[config.mk]
export PLATFORM = sky130hd
export DESIGN_NAME = host_stat_irq
export DESIGN_NICKNAME = d
export VERILOG_FILES = /design/src/rtl/hsi_pkg.sv /design/src/rtl/hsi_sticky.sv /design/src/rtl/hsi_word.sv /design/src/rtl/hsi_irq.sv /design/src/rtl/host_stat_irq.sv
export SDC_FILE = /design/constraint.sdc
export NUM_CORES = 1
export LEC_CHECK = 0
export BUFFER_PORTS_ARGS = -buffer_cell sky130_fd_sc_hd__buf_2
export CAP_MARGIN = 0
export CORE_MARGIN = 3
export CORE_UTILIZATION = 43
export DETAILED_ROUTE_END_ITERATION = 8
export GPL_TIMING_DRIVEN = 0
export PLACE_DENSITY_LB_ADDON = 0.08
export REMOVE_ABC_BUFFERS = 1
export SYNTH_ARGS = -nofsm -noshare
export SYNTH_HDL_FRONTEND = slang
export SYNTH_SLANG_ARGS = --single-unit
export TNS_END_PERCENT = 1
[constraint.sdc]
create_clock -name clk_i -period 1.8 [get_ports clk_i]
set_input_delay 0.09 -clock clk_i [delete_from_list [all_inputs] [get_ports clk_i]]
set_output_delay 0.09 -clock clk_i [all_outputs]
set_load 0.01 [all_outputs]
[src/rtl/hsi_pkg.sv]
package hsi_pkg;
  localparam int unsigned HOSTS = 2;

  typedef enum logic {
    SIDE_A = 1'b0,
    SIDE_B = 1'b1
  } side_e;

  // big-endian status numbering -> vector index
  function automatic int unsigned sidx(input int unsigned n, input int unsigned w);
    return w - 1 - n;
  endfunction
endpackage

[src/rtl/hsi_sticky.sv]
module hsi_sticky (
  input  logic clk_i,
  input  logic rst_ni,
  input  logic set_i,
  input  logic clr_i,
  output logic q_o
);
  always_ff @(posedge clk_i or negedge rst_ni) begin
    if (!rst_ni)    q_o <= 1'b0;
    else if (clr_i) q_o <= 1'b0;  // clear wins
    else if (set_i) q_o <= 1'b1;
  end
endmodule

[src/rtl/hsi_word.sv]
module hsi_word
  import hsi_pkg::*;
#(
  parameter int unsigned SW   = 16,
  parameter bit          SIDE = 1'b0
) (
  input  logic          conn_i,
  input  logic          manual_i,
  input  logic          oth_tmo_i,
  input  logic          oth_rsv_i,
  input  logic          wd_run_i,
  input  logic          own_tmo_i,
  input  logic          ipl_blk_i,
  output logic [SW-1:0] word_o
);
  localparam int unsigned I_CONN = sidx(0, SW);
  localparam int unsigned I_MAN  = sidx(1, SW);
  localparam int unsigned I_OTMO = sidx(2, SW);
  localparam int unsigned I_ORSV = sidx(3, SW);
  localparam int unsigned I_RUN  = sidx(4, SW);
  localparam int unsigned I_TMO  = sidx(5, SW);
  localparam int unsigned I_IPL  = sidx(10, SW);
  localparam int unsigned I_SIDE = sidx(11, SW);

  always_comb begin
    word_o         = '0;
    word_o[I_CONN] = conn_i;
    word_o[I_MAN]  = manual_i;
    word_o[I_OTMO] = oth_tmo_i & ~manual_i;
    word_o[I_ORSV] = oth_rsv_i & ~manual_i;
    word_o[I_RUN]  = wd_run_i;
    word_o[I_TMO]  = own_tmo_i;
    word_o[I_IPL]  = ipl_blk_i;
    word_o[I_SIDE] = SIDE;
  end
endmodule

[src/rtl/hsi_irq.sv]
module hsi_irq #(
  parameter int unsigned DW = 16,
  parameter int unsigned LW = 4,
  parameter int unsigned SW = 16
) (
  input  logic          clk_i,
  input  logic          rst_ni,
  input  logic          prep_we_i,
  input  logic [DW-1:0] prep_data_i,
  input  logic          prep_clr_i,
  input  logic          set_i,
  input  logic          clr_i,
  input  logic          rd_stb_i,
  input  logic [SW-1:0] word_i,
  output logic          irq_o,
  output logic [LW-1:0] lvl_o,
  output logic          pend_o,
  output logic          rd_vld_o,
  output logic          rd_busy_o,
  output logic [SW-1:0] rd_word_o
);
  localparam int unsigned EN_POS  = 0;
  localparam int unsigned LVL_LSB = EN_POS + 1;

  logic en_q;

  always_ff @(posedge clk_i or negedge rst_ni) begin
    if (!rst_ni) begin
      en_q  <= 1'b0;
      lvl_o <= '0;
    end else if (prep_clr_i) begin
      en_q  <= 1'b0;
      lvl_o <= '0;
    end else if (prep_we_i) begin
      en_q  <= prep_data_i[EN_POS];
      lvl_o <= prep_data_i[LVL_LSB +: LW];
    end
  end

  always_ff @(posedge clk_i or negedge rst_ni) begin
    if (!rst_ni)    pend_o <= 1'b0;
    else if (set_i) pend_o <= 1'b1;  // set wins
    else if (clr_i) pend_o <= 1'b0;
  end

  always_ff @(posedge clk_i or negedge rst_ni) begin
    if (!rst_ni) begin
      rd_vld_o  <= 1'b0;
      rd_busy_o <= 1'b0;
      rd_word_o <= '0;
    end else begin
      rd_vld_o  <= rd_stb_i & ~pend_o;
      rd_busy_o <= rd_stb_i & pend_o;
      if (rd_stb_i && !pend_o) rd_word_o <= word_i;
    end
  end

  assign irq_o = pend_o & en_q;
endmodule

[src/rtl/host_stat_irq.sv]
module host_stat_irq
  import hsi_pkg::*;
#(
  parameter int unsigned DW = 16,
  parameter int unsigned SW = 16,
  parameter int unsigned LW = 4
) (
  input  logic                     clk_i,
  input  logic                     rst_ni,
  input  logic                     owner_i,
  input  logic                     manual_i,
  input  logic                     wd_run_i,
  input  logic                     tmo_i,
  input  logic                     warn_i,
  input  logic                     console_clr_i,
  input  logic [HOSTS-1:0]         ipl_blk_i,
  input  logic [HOSTS-1:0]         sys_rst_i,
  input  logic [HOSTS-1:0]         dev_clr_i,
  input  logic [HOSTS-1:0]         rnc_i,
  input  logic [HOSTS-1:0]         reserve_i,
  input  logic [HOSTS-1:0]         prep_we_i,
  input  logic [HOSTS-1:0][DW-1:0] prep_data_i,
  input  logic [HOSTS-1:0]         ack_i,
  input  logic [HOSTS-1:0]         rd_stb_i,
  output logic [HOSTS-1:0][SW-1:0] status_o,
  output logic [HOSTS-1:0]         irq_o,
  output logic [HOSTS-1:0][LW-1:0] irq_lvl_o,
  output logic [HOSTS-1:0]         pend_o,
  output logic [HOSTS-1:0]         rd_vld_o,
  output logic [HOSTS-1:0]         rd_busy_o,
  output logic [HOSTS-1:0][SW-1:0] rd_word_o
);
  logic [HOSTS-1:0] rsv_q, tmo_q;

  for (genvar h = 0; h < HOSTS; h++) begin : g_host
    localparam int unsigned O = HOSTS - 1 - h;
    logic is_owner;
    assign is_owner = (owner_i == 1'(h));

    hsi_sticky u_rsv (
      .clk_i (clk_i),
      .rst_ni(rst_ni),
      .set_i (reserve_i[h]),
      .clr_i (sys_rst_i[h] | dev_clr_i[h] | rnc_i[h] | console_clr_i),
      .q_o   (rsv_q[h])
    );

    hsi_sticky u_tmo (
      .clk_i (clk_i),
      .rst_ni(rst_ni),
      .set_i (tmo_i & is_owner),
      .clr_i (sys_rst_i[h] | console_clr_i),
      .q_o   (tmo_q[h])
    );

    hsi_word #(.SW(SW), .SIDE(1'(h))) u_word (
      .conn_i   (is_owner),
      .manual_i (manual_i),
      .oth_tmo_i(tmo_q[O]),
      .oth_rsv_i(rsv_q[O]),
      .wd_run_i (wd_run_i),
      .own_tmo_i(tmo_q[h]),
      .ipl_blk_i(ipl_blk_i[h]),
      .word_o   (status_o[h])
    );

    hsi_irq #(.DW(DW), .LW(LW), .SW(SW)) u_irq (
      .clk_i      (clk_i),
      .rst_ni     (rst_ni),
      .prep_we_i  (prep_we_i[h]),
      .prep_data_i(prep_data_i[h]),
      .prep_clr_i (sys_rst_i[h]),
      .set_i      (reserve_i[O] | tmo_i | (warn_i & is_owner)),
      .clr_i      (ack_i[h] | dev_clr_i[h] | sys_rst_i[h]),
      .rd_stb_i   (rd_stb_i[h]),
      .word_i     (status_o[h]),
      .irq_o      (irq_o[h]),
      .lvl_o      (irq_lvl_o[h]),
      .pend_o     (pend_o[h]),
      .rd_vld_o   (rd_vld_o[h]),
      .rd_busy_o  (rd_busy_o[h]),
      .rd_word_o  (rd_word_o[h])
    );
  end
endmodule

# --- Word level (Yosys, flattened, before mapping) ---
# Cells that the tools add are included.
totals:
  register_bits: 35
classes:
  bitwise: 34
  reduce_logical: 12
  muxes: 20
ops:
  columns: ["operator", "n"]
  rows:
  - ["$mux 1", 16]
  - ["$mux 4", 4]
  - ["$or 1x1->1", 16]
  - ["$reduce_bool 2->1", 8]
  - ["$and 1x1->1", 14]
  - ["$not 1->1", 4]
  - ["$logic_and 1x1->1", 2]
  - ["$logic_not 1->1", 2]

# --- Logic depth before layout (Yosys ltp) ---
# Gate-level depths: netlist (run 1).
logic_depth:
  depth_word: 4
  mapped_depth: 3
  mapped_depth_nobuf: 3

# --- Hierarchy ---
# A second synthesis (run 1) with hierarchy kept.
hier_totals:
  cells_unflattened: 170
  hier_area_um2: 2367.3
by_module_without_submodules:
  columns: ["module", "cells_each", "instances", "area_each_um2"]
  rows:
  - ["hsi_irq", 58, 2, 953.4]
  - ["hsi_sticky", 2, 4, 35.0]
  - ["hsi_word (g_host[1].u_word)", 18, 1, 125.1]
  - ["hsi_word (g_host[0].u_word)", 17, 1, 121.4]
  - ["host_stat_irq", 11, 1, 73.8]

# --- Worst setup path after synthesis (run 1) ---
# Ideal clock, no wire load.
synth_timing:
  path_kind: "register to register"
  startpoint: "reg g_host[1].u_irq.pend_o"
  endpoint: "reg g_host[1].u_irq.rd_word_o[10]"
  path_stages_with_launch: 4
  t_arrival_ps: 947
  path_buffers: 1
  slack_ps: 727
  t_required_ps: 1675
  cell_sequence: "dfrtp_1 -> nor2b_2 -> buf_6 -> mux2_4"
synth_between:
  elab_chain_len: 2
synth_rtl:
  columns: ["element", "line", "text"]
  rows:
  - ["start: declaration", "hsi_irq.sv:17", "output logic pend_o,"]
  - ["start signal: assignment", "hsi_irq.sv:41", "if (!rst_ni) pend_o <= 1'b0;"]
  - ["start signal: assignment", "hsi_irq.sv:42", "else if (set_i) pend_o <= 1'b1;"]
  - ["start signal: assignment", "hsi_irq.sv:43", "else if (clr_i) pend_o <= 1'b0;"]
  - ["$logic_not 1->1", "hsi_irq.sv:54", "if (rd_stb_i && !pend_o) rd_word_o <= word_i;"]
  - ["$logic_and 1x1->1", "hsi_irq.sv:54", null]
  - ["end signal: assignment", "hsi_irq.sv:54", null]
  - ["end: declaration", "hsi_irq.sv:20", "output logic [SW-1:0] rd_word_o"]
# No other way between the ends.
# A chain may end at the register's enable or synchronous reset.

# --- Final worst setup path (run 1) ---
layout_timing:
  startpoint: "in console_clr_i"
  endpoint: "reg g_host[0].u_rsv.q_o"
layout_between:
  elab_chain_len: 2
  word_cells_on_any_way: 3
  cone_classes: "mux: 1; bitwise: 1; reduce/logical: 1"
layout_rtl:
  columns: ["element", "line", "text"]
  rows:
  - ["start: declaration", "host_stat_irq.sv:15", "input logic console_clr_i,"]
  - ["$or 1x1->1 *", "host_stat_irq.sv:44", ".clr_i (sys_rst_i[h] | dev_clr_i[h] | rnc_i[h] | console_clr_i),"]
  - ["$mux 1 / $reduce_bool 2->1 (equally long branches)", null, null]
  - ["end signal: assignment", "hsi_sticky.sv:9", "if (!rst_ni) q_o <= 1'b0;"]
  - ["end signal: assignment", "hsi_sticky.sv:10", "else if (clr_i) q_o <= 1'b0;"]
  - ["end signal: assignment", "hsi_sticky.sv:11", "else if (set_i) q_o <= 1'b1;"]
  - ["end: declaration", "hsi_sticky.sv:6", "output logic q_o"]
# Mark *: on every way between the ends. The rest lies on a longest branch, timed or not.

==> results_tabular.tex, run 1 <==
\begin{tabular}{lr}
\hline
Metric & Value \\
\hline
\multicolumn{2}{l}{\textbf{Outcome}} \\
Status & finished clean \\
\multicolumn{2}{l}{\textbf{Power}} \\
Worst vdd ir & 0.000359 V \\
Power density over the cells & 824 nW/um\^{}2 \\
Combinational group share of total power & 20.1\% \\
Leakage Power & 1.20 nW \\
Internal Power & 1.28 mW \\
Overall Power & 1.75 mW \\
Sw frac & 26.6\% \\
Power dissipated by switching net loads & 0.466 mW \\
Relative contribution of the clock network to total power & 28.8\% \\
Sequential cell fraction of total power & 51.2\% \\
\multicolumn{2}{l}{\textbf{Floorplan}} \\
Floorplan Core Area & 4060 sq um \\
Y dimension of the die & 71.4 microns \\
Die Area & 5090 sq um \\
Placement Rows & 23 \\
Width of the chip & 71.4 microns \\
Count of pins on the block boundary & 136 \\
Starting utilization of the core area & 45.3\% \\
\multicolumn{2}{l}{\textbf{Worst setup path}} \\
Depth of the worst register-to-register path & 2 \\
Worst setup path class & in2reg \\
Register-to-Register Setup Slack & 0.42 ns \\
Worst path required time & 2.01 ns \\
Critical Path Sink Type & flop \\
Worst path arrival time & 1.77 ns \\
Launch point of the worst reg-to-reg path & g\_host[1].u\_irq.pend\_o\$\_DFFE\_PN0P\_ \\
Sort of element at the start of the critical path & input pin \\
Slowest cell on crit path & sky130\_fd\_sc\_hd\_\_dlygate4sd3\_1 \\
Delay of the slowest cell on the worst path & 0.56 ns \\
RR Endpoint & g\_host[1].u\_irq.rd\_word\_o[11]\$\_DFFE\_PN0P\_ \\
Critical path cell sequence & dlygate4sd3\_1 -> buf\_2 -> or2\_1 -> nor4\_2 -> dlygate4sd3\_1 \\
Cell seen most often among critical-path stages & sky130\_fd\_sc\_hd\_\_dlygate4sd3\_1 \\
Largest driver fanout on the critical path & 3 \\
\multicolumn{2}{l}{\textbf{Timing}} \\
Slew of the pin with the lowest slew margin & 0.774 ns \\
Setup TNS after final layout & 0 ns \\
Unrepaired setup endpoints after global routing & no \\
Clock Skews & 0.00538 ns \\
Worst rel slew slack & 48.4\% \\
Worst-case setup margin in the final layout & 0.243 ns \\
Time the worst path needs with I/O delays and setup & 1.56 ns \\
Final hold viol count & 0 \\
Slew Limit Fails & 0 \\
Final cycle utilization of the critical path & 86.5\% \\
Final hold slack & 0.0449 ns \\
Max Clk Rate & 642 MHz \\
Number of failing setup endpoints in the final timing report & 0 \\
\multicolumn{2}{l}{\textbf{Synth}} \\
Distinct cells, synth & 30 \\
EDFF count, synth & 0 \\
Post-synthesis compound-gate area fraction & 2.45\% \\
Proportion of register bits with asynchronous set or reset after synthesis & 100\% \\
Prevailing post-synth register cell & sky130\_fd\_sc\_hd\_\_dfrtp\_1 \\
Adder-Cell Fraction of Synth Area & 0\% \\
Fraction of synthesized cell area taken by the top area cell type & 47.7\% \\
Synthesized netlist cell count & 156 \\
Xor and xnor fraction of the mapped netlist area & 0\% \\
Synthesized area per cell & 11.8 sq um \\
Post-synthesis sequential area ratio & 47.7\% \\
Seq cells post-synth & 35 \\
Combinational family with the most area after synthesis & buffers and inverters \\
Area leader, netlist & sky130\_fd\_sc\_hd\_\_dfrtp\_1 \\
Yosys Warn Count & 0 \\
Basic-gate share of the synthesized area counting and, or, nand and nor cells & 9.33\% \\
Cell types occupying the most area after synthesis & sky130\_fd\_sc\_hd\_\_dfrtp\_1 48\%, sky130\_fd\_sc\_hd\_\_buf\_4 22\%, sky130\_fd\_sc\_hd\_\_mux2\_4 8.2\%, sky130\_fd\_sc\_hd\_\_mux2i\_1 5.4\%, sky130\_fd\_sc\_hd\_\_mux2\_2 2.5\% \\
Post-Synthesis Cell Area & 1840 sq um \\
Multiplexer fraction of the synthesized cell area & 16.1\% \\
\multicolumn{2}{l}{\textbf{Final layout}} \\
Signed area change from the synthesized netlist to the final layout & 15.5\% \\
Area used by multi-input combinational logic & 643 sq um \\
Fillcell total & 385 \\
Area occupied by registers & 876 sq um \\
Post-route design area & 2120 sq um \\
Final design utilization & 52.3\% \\
Layout cells sized above 1 & 46.8\% \\
Cell Count, Final, Fillers Out & 272 \\
Antenna Diode Count & 0 \\
Nets & 279 \\
\multicolumn{2}{l}{\textbf{Clocking}} \\
Count of H-tree levels built during CTS & 2 \\
Skew-Pair Late Insertion Delay & 0.28 ns \\
PostCTS Resize Cnt & 0 \\
Number of sinks handled by clock tree synthesis & 35 \\
Clock buffers created by TritonCTS & 5 \\
Root Buffer Master & sky130\_fd\_sc\_hd\_\_clkbuf\_8 \\
Clock-pin slew on the worst setup and hold paths & 0.07 ns \\
Buffers inserted by post-CTS timing repair & 0 \\
Max Root-Sink Buffers & 2 \\
TritonCTS clock tree & done \\
\multicolumn{2}{l}{\textbf{Detailed routing}} \\
Initial DRC Count & 20 \\
Detailed-router iteration count before antenna repair & 2 \\
Avg Vias per Cell & 4.38 \\
Average wire per standard cell & 13.2 microns \\
Routed metal-1 wire length & 1500 microns \\
Topmost layer with routed signal wires & met4 \\
Number of remaining DRC errors & 0 \\
Total vias in the final route & 1190 \\
Number of nets still failing antenna checks after routing & 0 \\
Wire length on met3 & 386 microns \\
Total detailed-routing wirelength & 3600 microns \\
Detail Route met2 WL & 1670 microns \\
\multicolumn{2}{l}{\textbf{Min path}} \\
Critical hold path startpoint & rd\_stb\_i[1] \\
Tightest Hold Check Type & in2reg \\
Hold Path Stages & 2 \\
Hold Path End & g\_host[1].u\_irq.rd\_busy\_o\$\_DFF\_PN0\_ \\
\multicolumn{2}{l}{\textbf{Place}} \\
DP Area & 1990 sq um \\
Count of input and output buffers & 78 \\
Placed Cells incl. Taps & 260 \\
Pre-CTS setup slack & 0.413 ns \\
Final HPWL DP & 2810 microns \\
Final GP Congestion & 0.758 \\
\multicolumn{2}{l}{\textbf{GRT}} \\
Initial antenna violation count & 0 \\
Pin count of the biggest net entering global routing & 36 \\
Overall fraction of global-route tracks in use & 15.2\% \\
Global-route wire length before repair & 5850 microns \\
Leftover overflow at the end of global routing & 0 \\
Via count of the first global-routing pass & 1201 \\
\multicolumn{2}{l}{\textbf{Run}} \\
Max-Cap Viols & 0 \\
\hline
\end{tabular}
## power groups by stage
stage	logic (mW)	registers, mW	clock network, mW
2_1_floorplan	0.140	0.940	0
6_report	0.351	0.895	0.503
3_3_place_gp	0.340	0.906	0
4_1_cts	0.353	0.895	0.524
3_5_place_dp	0.346	0.909	0
5_1_grt	0.383	0.904	0.567
## sequential cells by signal, summed over array words and instances (netlist names)
register,flops
g_host.u_irq.rd_word_o,15
g_host.u_tmo.q_o,2
g_host.u_irq.rd_vld_o,2
g_host.u_rsv.q_o,2
g_host.u_irq.lvl_o,8
g_host.u_irq.rd_busy_o,2
g_host.u_irq.en_q,2
g_host.u_irq.pend_o,2
## placed cells by master, fill, tap and decap left out, types with 2 or more instances in the layout
cell type	count
sky130_fd_sc_hd__a21oi_1	2
sky130_fd_sc_hd__and2_1	3
sky130_fd_sc_hd__buf_2	78
sky130_fd_sc_hd__clkbuf_8	5
sky130_fd_sc_hd__conb_1	35
sky130_fd_sc_hd__dfrtp_1	35
sky130_fd_sc_hd__dlygate4sd3_1	6
sky130_fd_sc_hd__inv_1	3
sky130_fd_sc_hd__mux2_2	4
sky130_fd_sc_hd__mux2_4	10
sky130_fd_sc_hd__mux2i_1	10
sky130_fd_sc_hd__nor2_1	11
sky130_fd_sc_hd__nor2b_1	2
## cells in the mapped netlist (2+ instances only)
| cell type | number |
|---|---|
| sky130_fd_sc_hd__mux2_4 | 10 |
| sky130_fd_sc_hd__nor2b_1 | 2 |
| sky130_fd_sc_hd__mux2_2 | 4 |
| sky130_fd_sc_hd__dfrtp_1 | 35 |
| sky130_fd_sc_hd__inv_1 | 3 |
| sky130_fd_sc_hd__buf_2 | 3 |
| sky130_fd_sc_hd__mux2i_1 | 10 |
| sky130_fd_sc_hd__a21oi_1 | 2 |
| sky130_fd_sc_hd__conb_1 | 2 |
| sky130_fd_sc_hd__buf_4 | 53 |
| sky130_fd_sc_hd__and2_1 | 3 |
| sky130_fd_sc_hd__nor2_1 | 11 |
## routing by layer
metal / up-vias / global-route usage, %
met2: 81 / 23.2
met1: 556 / 19.0
met4: 0 / 6.89
met3: 4 / 5.89
li1: 549 / -
met5: - / 0
## worst max-delay path, delay by kind of cell
kind,cells,cell delay (ns)
buffers and inverters,3,1.23
AND/OR/NAND/NOR,2,0.44
## cells by family (layout without fill, tap and decap cells)
kind of cell / count (synthesis) / in the layout
AO/OA/AOI/OAI: 6 / 6
other: 2 / 35
AND/OR/NAND/NOR: 28 / 28
multiplexers: 24 / 24
buffers and inverters: 61 / 94
flip-flops: 35 / 35
## layout make-up
type | instances | share of cell area [%]
inverters | 4 | 0.825
well taps | 50 | 2.95
flip-flops and latches | 35 | 41.3
clock buffers | 6 | 3.42
repair buffers | 84 | 21.2
multi-input cells | 93 | 30.3
## how the worst max path moves through the flow
stage                                             startpoint                                         to  slack [ns]
after floorplan           g_host[1].u_irq.pend_o$_DFFE_PN0P_  g_host[1].u_irq.rd_word_o[10]$_DFFE_PN0P_        0.52
after CTS                 g_host[1].u_irq.pend_o$_DFFE_PN0P_  g_host[1].u_irq.rd_word_o[11]$_DFFE_PN0P_        0.40
after detailed placement  g_host[1].u_irq.pend_o$_DFFE_PN0P_  g_host[1].u_irq.rd_word_o[13]$_DFFE_PN0P_        0.41
final                                          console_clr_i            g_host[0].u_rsv.q_o$_DFFE_PN0P_        0.24
after global routing                           console_clr_i            g_host[0].u_rsv.q_o$_DFFE_PN0P_        0.22
after global placement    g_host[1].u_irq.pend_o$_DFFE_PN0P_   g_host[1].u_irq.rd_word_o[5]$_DFFE_PN0P_        0.43
## what timing repair did
item / in CTS / in global routing
endpoints found under the hold margin: 37 / 1
endpoints found under the setup margin: 0 / 0
hold buffers: 5 / 1
(Power assumes the default switching activity.)
==> run 2: changes to the inputs <==
--- a/config.mk
+++ b/config.mk
@@ -5,10 +5,11 @@
 export SDC_FILE = /design/constraint.sdc
 export NUM_CORES = 1
 export LEC_CHECK = 0
+export ABC_AREA = 1
 export BUFFER_PORTS_ARGS = -buffer_cell sky130_fd_sc_hd__buf_2
 export CAP_MARGIN = 0
 export CORE_MARGIN = 3
-export CORE_UTILIZATION = 43
+export CORE_UTILIZATION = 44
 export DETAILED_ROUTE_END_ITERATION = 8
 export GPL_TIMING_DRIVEN = 0
 export PLACE_DENSITY_LB_ADDON = 0.08
==> run 2 against run 1 <==
  * Utilization grew 0.39 points
  * Worst setup slack gained 0.41 ns
  * Area after synthesis grew 4.5%
  * Clock skew grew 0.00071 ns
  * Sequential power is essentially flat
  * Non-clock buffer count shrank 5
  * Largest cell class unchanged
  * Largest power group unchanged
==> results_tabular.tex, run 2 <==
\begin{tabular}{lr}
\hline
Metric & Value \\
\hline
\multicolumn{2}{l}{\textbf{Timing}} \\
Setup TNS after final layout & 0 ns \\
Time the worst path needs with I/O delays and setup & 1.14 ns \\
Final cycle utilization of the critical path & 63.5\% \\
Slew Limit Fails & 0 \\
Clock Skews & 0.00609 ns \\
Worst-case setup margin in the final layout & 0.656 ns \\
Final hold viol count & 0 \\
Number of failing setup endpoints in the final timing report & 0 \\
Unrepaired setup endpoints after global routing & no \\
Worst rel slew slack & 47.2\% \\
Max Clk Rate & 874 MHz \\
Slew of the pin with the lowest slew margin & 0.792 ns \\
\multicolumn{2}{l}{\textbf{Final layout}} \\
Most frequent standard cell in the layout excluding fill and tap cells & sky130\_fd\_sc\_hd\_\_buf\_2 \\
Signed area change from the synthesized netlist to the final layout & 13.0\% \\
Registers with the highest flip-flop counts & g\_host.u\_irq.rd\_word\_o: 15 flops, g\_host.u\_irq.lvl\_o: 8 flops \\
Top reg by flops & g\_host.u\_irq.rd\_word\_o \\
Layout cells sized above 1 & 38.5\% \\
Commonest cells after routing, fill and taps aside & 78 x sky130\_fd\_sc\_hd\_\_buf\_2, 52 x sky130\_fd\_sc\_hd\_\_nand2\_1, 35 x sky130\_fd\_sc\_hd\_\_conb\_1, 35 x sky130\_fd\_sc\_hd\_\_dfrtp\_1, 21 x sky130\_fd\_sc\_hd\_\_inv\_1 \\
Antenna Diode Count & 0 \\
Nets & 343 \\
Number of flip-flops under the largest register name & 15 \\
\multicolumn{2}{l}{\textbf{Clocking}} \\
Skew-Pair Late Insertion Delay & 0.28 ns \\
Count of H-tree levels built during CTS & 2 \\
Clock buffers created by TritonCTS & 5 \\
Clock-pin slew on the worst setup and hold paths & 0.07 ns \\
Number of sinks handled by clock tree synthesis & 35 \\
Root Buffer Master & sky130\_fd\_sc\_hd\_\_clkbuf\_8 \\
Max Root-Sink Buffers & 2 \\
Buffers inserted by post-CTS timing repair & 0 \\
PostCTS Resize Cnt & 0 \\
TritonCTS clock tree & done \\
\multicolumn{2}{l}{\textbf{Worst setup path}} \\
Sort of element at the start of the critical path & flop \\
Largest driver fanout on the critical path & 3 \\
Worst setup path class & reg2out \\
Critical Path Sink Type & output pin \\
Worst path arrival time & 1.05 ns \\
Worst path required time & 1.71 ns \\
\multicolumn{2}{l}{\textbf{Detailed routing}} \\
Detailed-router iteration count before antenna repair & 2 \\
Total vias in the final route & 1403 \\
Avg Vias per Cell & 4.15 \\
Topmost layer with routed signal wires & met4 \\
Number of nets still failing antenna checks after routing & 0 \\
Wire length on met3 & 508 microns \\
Average wire per standard cell & 10.9 microns \\
Routed metal-1 wire length & 1440 microns \\
Initial DRC Count & 84 \\
Number of remaining DRC errors & 0 \\
Detail Route met2 WL & 1700 microns \\
Total detailed-routing wirelength & 3690 microns \\
\multicolumn{2}{l}{\textbf{Floorplan}} \\
Die Area & 5190 sq um \\
Count of pins on the block boundary & 136 \\
Starting utilization of the core area & 46.6\% \\
Placement Rows & 23 \\
Y dimension of the die & 72.0 microns \\
Floorplan Core Area & 4120 sq um \\
Width of the chip & 72.0 microns \\
\multicolumn{2}{l}{\textbf{Min path}} \\
Tightest Hold Check Type & in2reg \\
\multicolumn{2}{l}{\textbf{Synth}} \\
Synthesized netlist cell count & 223 \\
Proportion of register bits with asynchronous set or reset after synthesis & 100\% \\
Post-synthesis sequential area ratio & 45.6\% \\
EDFF count, synth & 0 \\
Fraction of synthesized cell area taken by the top area cell type & 45.6\% \\
Area leader, netlist & sky130\_fd\_sc\_hd\_\_dfrtp\_1 \\
Synthesized area per cell & 8.61 sq um \\
Yosys Warn Count & 0 \\
Most used standard cells in the synthesized netlist & 53 x sky130\_fd\_sc\_hd\_\_buf\_4, 52 x sky130\_fd\_sc\_hd\_\_nand2\_1, 35 x sky130\_fd\_sc\_hd\_\_dfrtp\_1, 21 x sky130\_fd\_sc\_hd\_\_inv\_1, 20 x sky130\_fd\_sc\_hd\_\_nor2\_1 \\
Cell types occupying the most area after synthesis & sky130\_fd\_sc\_hd\_\_dfrtp\_1 46\%, sky130\_fd\_sc\_hd\_\_buf\_4 21\%, sky130\_fd\_sc\_hd\_\_nand2\_1 10\%, sky130\_fd\_sc\_hd\_\_inv\_1 4.1\%, sky130\_fd\_sc\_hd\_\_nand2\_2 3.9\% \\
Seq cells post-synth & 35 \\
Distinct cells, synth & 15 \\
Post-Synthesis Cell Area & 1920 sq um \\
Leading cell type by number of instances after synthesis & sky130\_fd\_sc\_hd\_\_buf\_4 \\
Prevailing post-synth register cell & sky130\_fd\_sc\_hd\_\_dfrtp\_1 \\
\multicolumn{2}{l}{\textbf{Run}} \\
Max-Cap Viols & 0 \\
\multicolumn{2}{l}{\textbf{Power}} \\
Power density over the cells & 854 nW/um\^{}2 \\
Worst vdd ir & 0.000453 V \\
Overall Power & 1.85 mW \\
Leakage Power & 1.35 nW \\
\multicolumn{2}{l}{\textbf{Place}} \\
Final GP Congestion & 0.724 \\
Pre-CTS setup slack & 0.894 ns \\
Final HPWL DP & 2920 microns \\
Count of input and output buffers & 78 \\
\multicolumn{2}{l}{\textbf{GRT}} \\
Overall fraction of global-route tracks in use & 14.5\% \\
Global-route wire length before repair & 5740 microns \\
Initial antenna violation count & 0 \\
Leftover overflow at the end of global routing & 0 \\
Via count of the first global-routing pass & 1249 \\
Pin count of the biggest net entering global routing & 36 \\
\multicolumn{2}{l}{\textbf{Outcome}} \\
Status & finished clean \\
\hline
\end{tabular}
## run 2: critical path, stage by stage, from the launching register on
cell	delay, ns
sky130_fd_sc_hd__dfrtp_1	0.34
sky130_fd_sc_hd__inv_1	0.08
sky130_fd_sc_hd__nor2_1	0.18
sky130_fd_sc_hd__buf_2	0.17
## run 2: worst paths after layout
| kind | startpoint | endpoint | slack, ns | depth (start not counted) |
|---|---|---|---|---|
| worst min register to register | g_host[1].u_irq.rd_word_o[4]$_DFFE_PN0P_ | g_host[1].u_irq.rd_word_o[4]$_DFFE_PN0P_ | 0.46 | 1 |
| worst min-delay path | ipl_blk_i[0] | g_host[0].u_irq.rd_word_o[5]$_DFFE_PN0P_ | 0.01 | 3 |
| worst max register to register | g_host[0].u_irq.pend_o$_DFFE_PN0P_ | g_host[0].u_irq.rd_word_o[10]$_DFFE_PN0P_ | 0.89 | 4 |
| min in group asynchronous | rst_ni | g_host[0].u_irq.rd_word_o[5]$_DFFE_PN0P_ | 0.42 | 2 |
| worst max-delay path | g_host[1].u_tmo.q_o$_DFFE_PN0P_ | status_o[13] | 0.66 | 3 |
| max in group asynchronous | rst_ni | g_host[0].u_irq.rd_word_o[15]$_DFFE_PN0P_ | 0.87 | 2 |
## run 2: what timing repair did
item	in CTS	in global routing
hold buffers	1	0
hold endpoints to repair	35	0
setup endpoints to repair	0	0
## run 2: metal layers
metal,track usage [%],up-vias
li1,-,710
met1,16.6,605
met2,23.6,82
met3,6.79,6
met4,5.64,0
met5,0,-
## run 2: area by class of cell
class	instances	area (sq um)
Clock buffer	8	100
Inverter	23	86.3
Sequential cell	35	876
Timing Repair Buffer	79	400
Multi-Input combinational cell	143	643
Fill cell	422	1950
Tap cell	50	62.6
## run 2: power breakdown
part | switching (mW) | internal (mW) | total (mW) | leakage, nW
logic | 0.207 | 0.133 | 0.339 | 0.852
clock network | 0.268 | 0.349 | 0.617 | 0.0515
registers | 0.0412 | 0.853 | 0.894 | 0.450
## run 2: logic make-up (layout without fill, tap and decap cells)
logic type | Yosys count | in the layout | share of synthesized area (%)
flops | 35 | 35 | 45.6
other cells | 2 | 35 | 0.391
buf+inv | 78 | 110 | 27.3
compound gates | 9 | 9 | 3.91
simple gates | 99 | 99 | 22.8
## run 2: metrics by stage
| stage | util [%] | area (sq um) | hold WS, ns | cells |
|---|---|---|---|---|
| floorplan | - | 1610 | -0.206 | 201 |
| global placement | 50.0 | 2060 | 0.224 | 329 |
| detailed placement | 50.0 | 2060 | 0.232 | 329 |
| CTS | 52.7 | 2170 | 0.0118 | 338 |
| global route | 52.7 | 2170 | 0.0157 | 338 |
| finish | 52.7 | 2170 | 0.0149 | 338 |
